$ cat src/rtl/bcr_pkg.sv
// Shared sizes, word indices and reset defaults of the bridge control
// register file. Assumes 32-bit words and byte addressing.
package bcr_pkg;
    localparam int DW     = 32;
    localparam int NREG   = 28;
    localparam int AW     = 7;
    localparam int IDXW   = AW - 2;

    localparam int IDX_GCFG = 1;   // general configuration word (0x04)
    localparam int IDX_SET  = 12;  // enable-set word (0x30)
    localparam int IDX_CLR  = 13;  // enable-clear word (0x34)
    localparam int IDX_EN   = 14;  // enable word, read-only (0x38)
    localparam int IDX_ISR  = 15;  // status word, read-only (0x3C)
    localparam int SELF_RST_BIT = 2;

    // Reset default of each word.
    function automatic logic [DW-1:0] reset_value(input int idx);
        case (idx)
            0:       return 32'h0000_0C40;
            1:       return 32'h0000_1384;
            2:       return 32'h2BFF_8010;
            3:       return 32'h255E_0091;
            4:       return 32'h0000_6140;
            7:       return 32'h0000_01FF;
            8:       return 32'h0000_01FF;
            26:      return 32'h0000_0008;
            27:      return 32'h1000_0000;
            default: return '0;
        endcase
    endfunction
endpackage

$ cat src/rtl/bcr_decode.sv
// Address decoder: turns a byte address and strobes into per-word write
// selects and special-write flags. Assumes one access per cycle.
module bcr_decode
    import bcr_pkg::*;
(
    input  logic [AW-1:0]   addr,
    input  logic            wr,
    output logic            hit,
    output logic [IDXW-1:0] idx,
    output logic [NREG-1:0] wr_sel,
    output logic            wr_set,
    output logic            wr_clr,
    output logic            wr_gcfg
);
    // Word index and validity: aligned and inside the populated range.
    always_comb begin
        idx = addr[AW-1:2];
        hit = (addr[1:0] == 2'b00) && (idx < IDXW'(NREG));
    end

    // Plain-store select for each word; the read-only words never get one.
    for (genvar g = 0; g < NREG; g++) begin : g_sel
        if (g == IDX_EN || g == IDX_ISR) begin : g_ro
            assign wr_sel[g] = 1'b0;
        end else begin : g_rw
            assign wr_sel[g] = wr && hit && (idx == IDXW'(g));
        end
    end

    // Flags for the writes that have side effects.
    always_comb begin
        wr_set  = wr && hit && (idx == IDXW'(IDX_SET));
        wr_clr  = wr && hit && (idx == IDXW'(IDX_CLR));
        wr_gcfg = wr && hit && (idx == IDXW'(IDX_GCFG));
    end
endmodule

$ cat src/rtl/bcr_store.sv
// Storage of all words. Ordinary words load on their select; the enable
// word merges set/clear data; the status word is held at zero.
// Assumes at most one select or flag is active per cycle.
module bcr_store
    import bcr_pkg::*;
(
    input  logic               clk,
    input  logic               rst_n,
    input  logic [NREG-1:0]    wr_sel,
    input  logic               wr_set,
    input  logic               wr_clr,
    input  logic [DW-1:0]      wdata,
    output logic [NREG*DW-1:0] flat
);
    logic unused_ro_sel;
    assign unused_ro_sel = wr_sel[IDX_EN] ^ wr_sel[IDX_ISR];

    for (genvar g = 0; g < NREG; g++) begin : g_word
        logic [DW-1:0] q;
        if (g == IDX_EN) begin : g_en
            // Enable word: OR on set writes, AND-NOT on clear writes.
            always_ff @(posedge clk) begin
                if (!rst_n)      q <= reset_value(g);
                else if (wr_set) q <= q | wdata;
                else if (wr_clr) q <= q & ~wdata;
            end
        end else if (g == IDX_ISR) begin : g_isr
            assign q = '0;
        end else begin : g_plain
            // Ordinary word: load full value on its select.
            always_ff @(posedge clk) begin
                if (!rst_n)        q <= reset_value(g);
                else if (wr_sel[g]) q <= wdata;
            end
        end
        assign flat[g*DW +: DW] = q;
    end
endmodule

$ cat src/rtl/bcr_rstreq.sv
// Self-reset request: a one-cycle registered pulse when a configuration
// write moves the trigger bit from 0 to 1. Assumes old_bit is the stored
// value before the write.
module bcr_rstreq (
    input  logic clk,
    input  logic rst_n,
    input  logic wr_gcfg,
    input  logic old_bit,
    input  logic new_bit,
    output logic req
);
    // Register the rising-edge condition of the trigger bit.
    always_ff @(posedge clk) begin
        if (!rst_n) req <= 1'b0;
        else        req <= wr_gcfg && !old_bit && new_bit;
    end
endmodule

$ cat src/rtl/bridge_ctrl_regs.sv
// Bridge control register file top: decode, storage, registered read
// port and self-reset pulse. Assumes aligned 32-bit accesses only.
module bridge_ctrl_regs
    import bcr_pkg::*;
(
    input  logic               clk,
    input  logic               rst_n,
    input  logic [AW-1:0]      bus_addr,
    input  logic               bus_wr,
    input  logic               bus_rd,
    input  logic [DW-1:0]      bus_wdata,
    output logic [DW-1:0]      bus_rdata,
    output logic               sys_reset_req,
    output logic [NREG*DW-1:0] cfg_flat
);
    logic            hit;
    logic [IDXW-1:0] idx;
    logic [NREG-1:0] wr_sel;
    logic            wr_set, wr_clr, wr_gcfg;
    logic [DW-1:0]   words [NREG];

    bcr_decode u_dec (
        .addr(bus_addr), .wr(bus_wr), .hit(hit), .idx(idx),
        .wr_sel(wr_sel), .wr_set(wr_set), .wr_clr(wr_clr), .wr_gcfg(wr_gcfg)
    );

    bcr_store u_store (
        .clk(clk), .rst_n(rst_n), .wr_sel(wr_sel), .wr_set(wr_set),
        .wr_clr(wr_clr), .wdata(bus_wdata), .flat(cfg_flat)
    );

    bcr_rstreq u_rst (
        .clk(clk), .rst_n(rst_n), .wr_gcfg(wr_gcfg),
        .old_bit(cfg_flat[IDX_GCFG*DW + SELF_RST_BIT]),
        .new_bit(bus_wdata[SELF_RST_BIT]), .req(sys_reset_req)
    );

    for (genvar g = 0; g < NREG; g++) begin : g_view
        assign words[g] = cfg_flat[g*DW +: DW];
    end

    // Registered read port: capture on read strobe, hold otherwise.
    always_ff @(posedge clk) begin
        if (!rst_n)      bus_rdata <= '0;
        else if (bus_rd) bus_rdata <= hit ? words[idx] : '0;
    end
endmodule

$ cat config.mk
export PLATFORM = sky130hd
export DESIGN_NAME = bridge_ctrl_regs
export DESIGN_NICKNAME = d
export VERILOG_FILES = /design/src/rtl/bcr_pkg.sv /design/src/rtl/bcr_decode.sv /design/src/rtl/bcr_store.sv /design/src/rtl/bcr_rstreq.sv /design/src/rtl/bridge_ctrl_regs.sv
export SDC_FILE = /design/constraint.sdc
export NUM_CORES = 2
export LEC_CHECK = 0
export ABC_AREA = 0
export BUFFER_PORTS_ARGS = -buffer_cell sky130_fd_sc_hd__buf_2
export CAP_MARGIN = 20
export CORE_AREA = 2 2 384 386
export DETAILED_ROUTE_END_ITERATION = 6
export DIE_AREA = 0 0 386 388
export GPL_TIMING_DRIVEN = 0
export PLACE_DENSITY = 0.48
export SLEW_MARGIN = 20
export SYNTH_ARGS = -nofsm -noshare
export SYNTH_HDL_FRONTEND = slang
export SYNTH_SLANG_ARGS = --single-unit
$ cat constraint.sdc
create_clock -name clk -period 2.2 [get_ports clk]
set_input_delay 0.44 -clock clk [delete_from_list [all_inputs] [get_ports clk]]
set_output_delay 0.44 -clock clk [all_outputs]
set_load 0.05 [all_outputs]
## Word-level counts from Yosys, hierarchy flattened

Cells that the tools add are included.

- Register bits: 897

- Magnitude comparators: 2
- Eq/ne operators: 25
- Multiplexer cells: 6
- Bitwise operators: 4
- Reduce and logical (&&, ||, !) cells: 34

Operator list:

| kind | count |
|---|---|
| binary-select mux 32 bit (select 5 bit) | 1 |
| two-way mux 32 bit | 5 |
| == test 5 bit (second input constant) | 12 |
| AND 32 bit | 1 |
| NOT 32 bit | 1 |
| OR 32 bit | 1 |
| == test 5 x 4 -> 1 bit (second input constant) | 6 |
| logical AND 1 bit | 30 |
| == test 5 x 3 -> 1 bit (second input constant) | 4 |
| == test 5 x 2 -> 1 bit (second input constant) | 2 |
| greater-or-equal comparator 6 bit (second input constant) | 1 |
| NOT 5 -> 6 bit | 1 |
| == test 5 x 1 -> 1 bit (second input constant) | 1 |
| logical NOT 5 bit | 1 |
| less-than comparator 5 bit (second input constant) | 1 |
| logical NOT 2 bit | 1 |
| nonzero test 2 bit | 1 |
| logical NOT 1 bit | 1 |

## Depth between registers and ports, before layout

- Word-level depth: 6
- Depth in mapped cells: 9
- Gate-level depth less buffers: 4

## Modules after synthesis

A second synthesis with hierarchy kept.

- Cells, all modules: 3740
- Area total of the unflattened synthesis: 41765.1 um^2

By module, submodules not included:

| module | instances | cells an instance | area an instance (um^2) |
|---|---|---|---|
| bcr_store | 1 | 2962 | 33054.2 |
| bridge_ctrl_regs | 1 | 722 | 8316.7 |
| bcr_decode | 1 | 54 | 364.1 |
| bcr_rstreq | 1 | 2 | 30.0 |

## Worst setup path after synthesis

OpenSTA, ideal clock, no wires.

- Path kind: input to register
- Start: in bus_addr[3]
- End: reg bus_rdata[15]
- Data arrival time: 1828 ps
- Path slack: 249 ps
- Cell stages on the path: 7
- Path through: buf_4 buf_6 buf_2 mux4_2 mux2i_1 nor2_1 a2bb2oi_1

- Cells in the longest elaborated chain, start to end: 5
- Elaborated cells between the ends (all ways): 7

RTL lines:

| item | RTL line | text |
|---|---|---|
| start: declaration | bridge_ctrl_regs.sv:8 | `input logic [AW-1:0] bus_addr,` |
| NOT 5 -> 6 bit (implied by the code) | bridge_ctrl_regs.sv:45 | `else if (bus_rd) bus_rdata <= hit ? words[idx] : '0;` |
| binary-select mux 32 bit (select 5 bit) | bridge_ctrl_regs.sv:45 |  |
| two-way mux 32 bit (implied by the code) (2 in series) | bridge_ctrl_regs.sv:45 |  |
| two-way mux 32 bit (*) | bridge_ctrl_regs.sv:45 |  |
| end signal: assignment | bridge_ctrl_regs.sv:45 |  |
| end: declaration | bridge_ctrl_regs.sv:12 | `output logic [DW-1:0] bus_rdata,` |

Mark *: on every way between the ends. The rest lies on a longest branch, timed or not. The select of a mux whose other input is x is not followed.
A chain may end at the register's enable or synchronous reset.

## Worst setup path after layout

- Start: in bus_addr[3]
- End: reg bus_rdata[6]

The elaborated chain is that of the path after synthesis.

==> results.toml <==
[cts]
path_clk_slew_ps = 60
cts_buffers = 105
tritoncts = "built"
clock_path_buffers = 3
cts-root-buf = "clkbuf_16"
cts.sinks = 897
postCtsHoldBufs = 0
h-tree-depth = 3
insertion_delay_ps = 780

[outcome]
outcome = "finished, violations left"
violations = "negative setup slack"

[drt]
drc = 0
routedWlPerCell_um = 35.7
antenna_left = 0
vias = 42300
dr.pass1.iters = 6
wl_um = 281000
first_iter_violations = 4116
routed_via_density = 5.37

[timing]
relSlewSlack_pct = 11.3
finalCriticalPeriod_ps = 2300
fin_crit_sh_pct = 105
fmax_mhz = 435
drv_slew = 0
hold_violations = 0
setup_viol = 26
setup_ws_ps = -100
worst_pin_slew_ps = 1330
fin_worst_skew_ps = 39.5
rsz0062_at_grt = "false"
holdWs_ps = 141
setup_tns_ps = -748

[worst_setup_path]
endpoint_kind = "flop"
setup.worst_path.start_class = "input pin"
crit_fanout = 10
arrival_ps = 2900
worstPathRequired_ps = 2800
crit_type = "in2reg"

[min_path]
min_path_type = "in2reg"

[global_routing]
grt_util_all_layers_pct = 36.1
grt_pass1_wl_um = 364000
antenna_found_initial = 36
grt_pass1_vias = 39700
grt_max_degree = 15
gr-total-overflow = 0

[synth]
synth_edf_count = 0
syn_inst = 4813
yosysUniqueCellTypes = 44
synthFlopType = "dfxtp_1"
ys_warn_count = 0
ys_seq_area_share_pct = 44.0
ys_async_sr_fraction_pct = 0
syn_area_per_cell_um2 = 8.48
ys_ff_latch = 897
netlist_area_um2 = 40800

[pwr]
peakVddDrop_uv = 629
power_density_nw_per_um2 = 741
p_leak_nw = 21.2

[final_layout]
layout.nets = 5906
layout_common_cells = "1669 x nand2_1, 1012 x buf_2, 888 x dfxtp_1"
area_delta_synth_final_pct = 27.4
drive_gt1_share_pct = 25.0
design_area_um2 = 52000
mostFrequentLayoutCell = "nand2_1"

[floorplanning]
die_w_um = 386
io_pins = 972
die_h_um = 388
core-area_um2 = 145000
die_area_um2 = 150000
start_util_pct = 28.1
rows = 140

[place]
gp_congestion = 0.973
port_buffers = 904
dpl.hpwl_um = 225000
place_worst_setup_slack_ps = -1570
post_dp_cell_area_um2 = 47900

[job]
cap_violations = 0
[timing repair]
item | in CTS | in global routing
endpoints found under the setup margin | 220 | 59
gates resized for setup | 77 | 32
gates cloned | 0 | 0
buffers inserted | 5 | 0
pin swaps | 1 | 1
[per-layer routing]
layer / vias up / share of wire [%] / GRT usage, %
met1: 21000 / 37 / 41.6
li1: 18400 / - / -
met3: 599 / 11 / 12.9
met4: 18 / 7.1 / 21.1
met2: 2315 / 45 / 57.5
met5: - / 0.042 / 0
[flip-flops by register name (all words and copies together), names as in the netlist, named ones only]
register          cells
bus_rdata            32
u_rst.req             1
u_store.g_word.q    832
[critical path, cell delays in order]
cell and delay [ps]:
buf_4 180, buf_6 240, buf_2 380, buf_4 400, mux2i_1 410, nor2_1 90, nor3_2 520, a221oi_1 160
[final timing paths]
kind / from / end / slack, ps / depth (start not counted)
max reg2reg: u_store.g_word[7].q[18]$_SDFFE_PN0P_ / bus_rdata[18]$_SDFFE_PN0P_ / 280 / 4
min reg2reg: u_store.g_word[18].q[9]$_SDFFE_PN0P_ / u_store.g_word[18].q[9]$_SDFFE_PN0P_ / 470 / 2
min: bus_wdata[18] / u_store.g_word[17].q[18]$_SDFFE_PN0P_ / 140 / 3
max: bus_addr[3] / bus_rdata[6]$_SDFFE_PN0P_ / -100 / 8
[Yosys cell counts (8+ instances only)]
cell	count	area, µm²
a21boi_0	514	3860
a21boi_1	293	2200
a221o_1	21	210
a221oi_1	32	280
a22oi_1	22	165
a2bb2oi_1	11	96.3
a32oi_1	11	96.3
and3_1	12	75.1
buf_2	130	651
buf_4	55	413
clkbuf_1	328	1230
dfxtp_1	897	18000
mux2i_1	320	3200
mux4_2	64	1440
nand2_1	1669	6260
nand3_1	124	621
nand3b_1	24	180
nor2_1	56	210
nor2b_1	8	50.1
nor3_1	22	110
nor4_1	21	131
o211ai_1	32	240
o221ai_1	11	96.3
o22a_1	11	96.3
o22ai_1	63	394
or2_2	21	131
[power by group]
part           switching, W  leakage (nW)  internal (W)  total [W]
clock network       0.00788          1.76        0.0110     0.0188
registers         0.0000671          7.23        0.0163     0.0164
logic               0.00249          12.2      0.000822    0.00331
[through the flow]
stage / total power, W / utilization (%) / cells
finish: 0.0385 / 35.8 / 7874
global route: 0.0392 / 35.8 / 7864
CTS: 0.0384 / 35.7 / 7861
detailed placement: 0.0199 / 33.0 / 7668
global placement: 0.0199 / 32.9 / 7665
floorplan: 0.0184 / - / 4844
[cells by family (layout without fill, tap and decap cells)]
logic type | count (synthesis) | count (layout) | synth area share (%)
compound gates | 1021 | 1021 | 19.0
buf+inv | 523 | 1623 | 5.81
flops | 897 | 897 | 44.0
mux | 384 | 384 | 11.4
other cells | 1 | 45 | 0.00919
simple gates | 1987 | 1987 | 19.8
[area by class of cell]
type / count / area, µm²
fill: 15400 / 93300
multi-input combinational: 3424 / 20800
sequential: 897 / 18000
timing repair buffer: 912 / 4630
clock buffer: 151 / 3030
buffer: 523 / 2500
tap: 1917 / 2400
clock inverter: 37 / 557
antenna: 13 / 32.5
Power figures use the tool's default switching activity.
